### src/rtl/crc32d_pkg.sv
package crc32d_pkg;
  localparam int          CRC_W       = 32;
  localparam int          BYTE_W      = 8;
  localparam logic [31:0] POLY_DEF    = 32'h2004_4009;
  localparam logic [31:0] SEED_DEF    = 32'hFFFF_FFFF;
  typedef logic [CRC_W-1:0] crc_t;
endpackage

### src/rtl/crc32d_step.sv
// Combinational fold of one input word into the CRC: BYTE_W shift stages.
module crc32d_step #(
  parameter int             CRC_W  = 32,
  parameter int             BYTE_W = 8,
  parameter logic [CRC_W-1:0] POLY = 32'h2004_4009
) (
  input  logic [CRC_W-1:0]  crc_i,
  input  logic [BYTE_W-1:0] data_i,
  output logic [CRC_W-1:0]  crc_o
);
  localparam int PAD_W = CRC_W - BYTE_W;

  logic [CRC_W-1:0] stage [0:BYTE_W];

  assign stage[0] = crc_i ^ {data_i, {PAD_W{1'b0}}};

  for (genvar k = 0; k < BYTE_W; k++) begin : g_shift
    assign stage[k+1] = stage[k][CRC_W-1] ? ((stage[k] << 1) ^ POLY)
                                          : (stage[k] << 1);
  end

  assign crc_o = stage[BYTE_W];
endmodule

### src/rtl/crc32d_cmp.sv
module crc32d_cmp #(
  parameter int CRC_W = 32
) (
  input  logic [CRC_W-1:0] a_i,
  input  logic [CRC_W-1:0] b_i,
  output logic             eq_o
);
  assign eq_o = (a_i == b_i);
endmodule

### src/rtl/crc32d_core.sv
// State, handshake and completion flags.
module crc32d_core #(
  parameter int               CRC_W    = 32,
  parameter int               BYTE_W   = 8,
  parameter logic [CRC_W-1:0] RST_VAL  = 32'hFFFF_FFFF
) (
  input  logic              clk,
  input  logic              rst_n,
  input  logic              init_i,
  input  logic [CRC_W-1:0]  init_value_i,
  input  logic              in_valid_i,
  input  logic              in_last_i,
  input  logic [CRC_W-1:0]  crc_next_i,
  input  logic              hit_i,
  output logic [CRC_W-1:0]  crc_q_o,
  output logic              ready_o,
  output logic              done_o,
  output logic              match_o
);
  logic             ready_q;
  logic             done_q;
  logic             match_q;
  logic [CRC_W-1:0] crc_q;
  logic             take;
  logic             finish;

  assign take   = in_valid_i & ready_q & ~init_i;
  assign finish = take & in_last_i;

  always_ff @(posedge clk or negedge rst_n) begin
    if (!rst_n) begin
      crc_q   <= RST_VAL;
      ready_q <= 1'b0;
      done_q  <= 1'b0;
      match_q <= 1'b0;
    end else begin
      ready_q <= 1'b1;
      done_q  <= finish;
      match_q <= finish & hit_i;
      if (init_i)    crc_q <= init_value_i;
      else if (take) crc_q <= crc_next_i;
    end
  end

  assign crc_q_o = crc_q;
  assign ready_o = ready_q;
  assign done_o  = done_q;
  assign match_o = match_q;

  AST_READY_STAYS: assert property (@(posedge clk) disable iff (!rst_n)
    ready_q |=> ready_q);
  AST_IDLE_HOLD: assert property (@(posedge clk) disable iff (!rst_n)
    (!init_i && !(in_valid_i && ready_q)) |=> $stable(crc_q));
  AST_INIT_LOAD: assert property (@(posedge clk) disable iff (!rst_n)
    init_i |=> (crc_q == $past(init_value_i)));
  AST_DONE_AFTER_LAST: assert property (@(posedge clk) disable iff (!rst_n)
    (in_valid_i && ready_q && in_last_i && !init_i) |=> done_q);
  AST_NO_DONE_ON_INIT: assert property (@(posedge clk) disable iff (!rst_n)
    init_i |=> !done_q);
  AST_MATCH_IN_DONE: assert property (@(posedge clk) disable iff (!rst_n)
    match_q |-> done_q);
endmodule

### src/rtl/crc32d_engine.sv
module crc32d_engine #(
  parameter int          BYTE_W   = crc32d_pkg::BYTE_W,
  parameter logic [31:0] POLY     = crc32d_pkg::POLY_DEF,
  parameter logic [31:0] RST_VAL  = crc32d_pkg::SEED_DEF,
  parameter bit          MATCH_EN = 1'b1
) (
  input  logic              clk,
  input  logic              rst_n,
  input  logic              init_i,
  input  logic [31:0]       init_value_i,
  input  logic              in_valid_i,
  output logic              in_ready_o,
  input  logic [BYTE_W-1:0] in_data_i,
  input  logic              in_last_i,
  input  logic [31:0]       expect_i,
  output logic [31:0]       crc_o,
  output logic              done_o,
  output logic              match_o
);
  localparam int W = crc32d_pkg::CRC_W;

  crc32d_pkg::crc_t crc_q;
  crc32d_pkg::crc_t crc_next;
  logic             hit;

  crc32d_step #(.CRC_W(W), .BYTE_W(BYTE_W), .POLY(POLY)) u_step (
    .crc_i  (crc_q),
    .data_i (in_data_i),
    .crc_o  (crc_next)
  );

  if (MATCH_EN) begin : g_match
    crc32d_cmp #(.CRC_W(W)) u_cmp (
      .a_i  (crc_next),
      .b_i  (expect_i),
      .eq_o (hit)
    );
  end else begin : g_nomatch
    assign hit = 1'b0;
  end

  crc32d_core #(.CRC_W(W), .BYTE_W(BYTE_W), .RST_VAL(RST_VAL)) u_core (
    .clk          (clk),
    .rst_n        (rst_n),
    .init_i       (init_i),
    .init_value_i (init_value_i),
    .in_valid_i   (in_valid_i),
    .in_last_i    (in_last_i),
    .crc_next_i   (crc_next),
    .hit_i        (hit),
    .crc_q_o      (crc_q),
    .ready_o      (in_ready_o),
    .done_o       (done_o),
    .match_o      (match_o)
  );

  assign crc_o = crc_q;
endmodule

### config.mk
export PLATFORM = sky130hd
export DESIGN_NAME = crc32d_engine
export DESIGN_NICKNAME = d
export VERILOG_FILES = /design/src/rtl/crc32d_pkg.sv /design/src/rtl/crc32d_step.sv /design/src/rtl/crc32d_cmp.sv /design/src/rtl/crc32d_core.sv /design/src/rtl/crc32d_engine.sv
export SDC_FILE = /design/constraint.sdc
export NUM_CORES = 1
export LEC_CHECK = 0
export BUFFER_PORTS_ARGS = -buffer_cell sky130_fd_sc_hd__buf_2
export CORE_UTILIZATION = 32
export DETAILED_ROUTE_END_ITERATION = 8
export PLACE_DENSITY = 0.68
export SYNTH_ARGS = -nofsm -noshare
export SYNTH_HDL_FRONTEND = slang
export SYNTH_HIERARCHICAL = 1
export SYNTH_SLANG_ARGS = --single-unit
export TNS_END_PERCENT = 100
### constraint.sdc
create_clock -name clk -period 3.35 [get_ports clk]
set_clock_uncertainty 0.2 [all_clocks]
set_input_delay 0.1675 -clock clk [delete_from_list [all_inputs] [get_ports clk]]
set_output_delay 0.1675 -clock clk [all_outputs]
set_load 0.03 [all_outputs]
==> metrics.cfg <==
[sta]
drv_slew=0
fin_crit_sh_pct=83.43
rsz0062_at_grt=false
setup_viol=0
finalHoldViolCount=0
relSlewSlack_pct=46.12
period_minus_slack_ns=2.795
timing.fmax_mhz=357.8
holdWs_ns=0.008844
max_slew.worst_pin.slew_ns=0.8082
tns_ns=0

[place]
port_buffers=111
place_congestion=0.8628
placed_area_sq_mm=0.003436
hpwl_microns=6930

[clock_tree]
cts_tree=built
cts_setup_buffers=0
clk_pin_slew_worst_paths_ns=0.08
holdBufCountCts=33
clk_path_buf_depth=2
clockRootBuffer=clkbuf_8
cts_buffers=5
cts_resized=0
clk_latency_ns=0.29
clkSinkCount=35
cts.htree.levels=2

[cells_and_area]
layout.nets=479
layout-drive-gt1-share_pct=47.15
n_antenna_cell=0
finalInstanceArea_sq_mm=0.003884
area_delta_synth_final_pct=34.31

[grt]
grt_max_degree=98
overflow=0
grt_pass1_vias=2579
track_usage_pct=20.07
antenna_found_initial=0
grt_first_pass_wirelength_microns=14640

[route]
vias_per_cell=4.922
wirelength_microns=9343
drt_first_pass_iters=4
drt_iter0_drc=117
drc_errors=0
ant_nets=0
wl_per_cell_microns=18.28
vias=2515

[setup_path]
path_buf_inv=0
reg2reg_slack_ns=0.56
crit_start=u_core/crc_q_o[27]
cp-end-kind=flip-flop
arrival_ns=2.82
crit_path_frequent_cell=xor2_1
cp_slowest_cell=xnor3_2
reg2reg_from=u_core/crc_q_o[27]
reg2reg_to=u_core/match_o
crit_type=reg -> reg
rr_worst_depth=8
endpoint=u_core/match_o
required_ns=3.38
crit_path_start_kind=flip-flop
crit_path_max_fanout=4
cp_top_family=XOR/XNOR gates
cp.depth=8
cpPeakStageDelay_ns=0.58
crit_path_cell_trace=xor2_1, xnor3_2, xor3_1, xor2_1, nor4_1, nand4_1, nor2_1, and2_1

[synth]
yosysSeqAreaShare_pct=31.67
synth_area_leaders=dfstp_2 29%, o311ai_2 17%, xor2_1 12%, nand4b_1 9.7%, xnor2_1 6.1%
synth-compound-area-share_pct=17.48
ys_async_sr_fraction_pct=100.0
synth_edf_count=0
synth_ff_type=dfstp_2
synth-simple-area-share_pct=17.01
netlist_area_sq_mm=0.002892
yosys_warnings=6
synthAdderAreaFrac_pct=0
avgSynthCellArea_sq_um=10.51
yosys-top-cells-count=40 x xor2_1, 36 x inv_1, 32 x dfstp_2, 32 x nand2_1, 32 x nand4b_1
yosys.cell_types.count=27
synth_xor_area_share_pct=22.76
synthCells=275
yosysMostFrequentCell=xor2_1
syn_nets=352
netlist.area_leader.share_pct=29.08
synth_top_family_by_area=XOR/XNOR gates
synth_top_area_cell=dfstp_2
ys_ff_latch=35
synthMuxAreaShare_pct=0

[die]
die_width_microns=97.06
dieHeight_microns=97.06
dieArea_sq_mm=0.009420
rows=34
ios=112
start_util_pct=33.16
core_area_sq_mm=0.008721

[worst_hold_path]
min_from=in_last_i
hp-class=in -> reg

[flow_run]
maxCapViolCount=0

[pwr]
p_leak_nw=1.726
peakVddDrop_mv=0.2125
p_per_area_mw_per_mm2=502.9

[run_status]
status=finished, final reports clean

[state kept, by name (all words and copies together), names as in the netlist]
name and flops:
u_core/ready_o 1, u_core/match_o 1, u_core/crc_q_o 32, u_core/done_o 1
[worst reg2reg max path, delay by kind of cell, from the launching register on]
kind,cells,cell delay [ns]
flops,1,0.55
simple gates,4,0.64
xor+xnor,4,1.35
[cells in the final DEF (no fill, tap or decap), types with 2 or more instances in the layout]
cell type	instances
dfstp_2	32
clkbuf_8	6
xor2_1	40
nand4b_1	32
nand4_1	2
o311ai_2	30
dfrtp_1	3
dlygate4sd3_1	33
inv_1	36
nor4_1	8
nand2_1	32
buf_4	2
xnor2_1	20
xnor2_2	2
o311ai_1	2
buf_2	111
[worst min path at each step]
stage                     endpoint  slack (ns)  cells after the start
global route         u_core/done_o        0.02                      2
CTS                  u_core/done_o       0.001                      2
global placement    u_core/match_o         0.1                      1
detailed placement  u_core/match_o         0.1                      1
finish               u_core/done_o       0.009                      2
floorplan            u_core/done_o       -0.33                      0
[cell type report]
| class | instances | area (sq um) |
|---|---|---|
| fill | 842 | 4837 |
| multi-input combinational | 177 | 1659 |
| timing repair buffer | 147 | 920.9 |
| sequential | 35 | 915.9 |
| inverter | 36 | 135.1 |
| tap | 108 | 135.1 |
| clock buffer | 6 | 82.58 |
| clock inverter | 2 | 35.03 |
[power breakdown]
group | switching (mW) | internal (mW) | total, mW
Combinational | 0.560 | 0.394 | 0.954
Sequential | 0.0718 | 0.522 | 0.594
Clock | 0.164 | 0.241 | 0.405
Total | 0.796 | 1.16 | 1.95
[per-stage QoR]
step | worst slack (ns) | std cells | total power [mW] | util, %
detailed placement | 0.6102 | 470 | 1.522 | 39.40
global placement | 0.7018 | 470 | 1.514 | 39.40
finish | 0.5551 | 511 | 1.953 | 44.53
global route | 0.3925 | 511 | 2.057 | 44.53
CTS | 0.5606 | 511 | 1.965 | 44.53
floorplan | 0.7186 | 275 | 1.274 | -
[per-layer routing]
| layer | GRT usage (%) | share of wire, % | routed length [microns] | up-vias |
|---|---|---|---|---|
| li1 | - | - | - | 1204 |
| met1 | 28.60 | 45 | 4248 | 1214 |
| met2 | 32.23 | 48 | 4472 | 93 |
| met3 | 3.669 | 6.4 | 595 | 4 |
| met4 | 3.100 | 0.27 | 25 | 0 |
| met5 | 0 | 0 | 0 | - |
[kinds of logic (layout without fill, tap and decap cells)]
family / after synthesis / count (layout)
xor+xnor: 66 / 66
buf+inv: 63 / 191
other cells: 1 / 1
simple gates: 78 / 78
flops: 35 / 35
compound gates: 32 / 32
(Power assumes the default switching activity.)
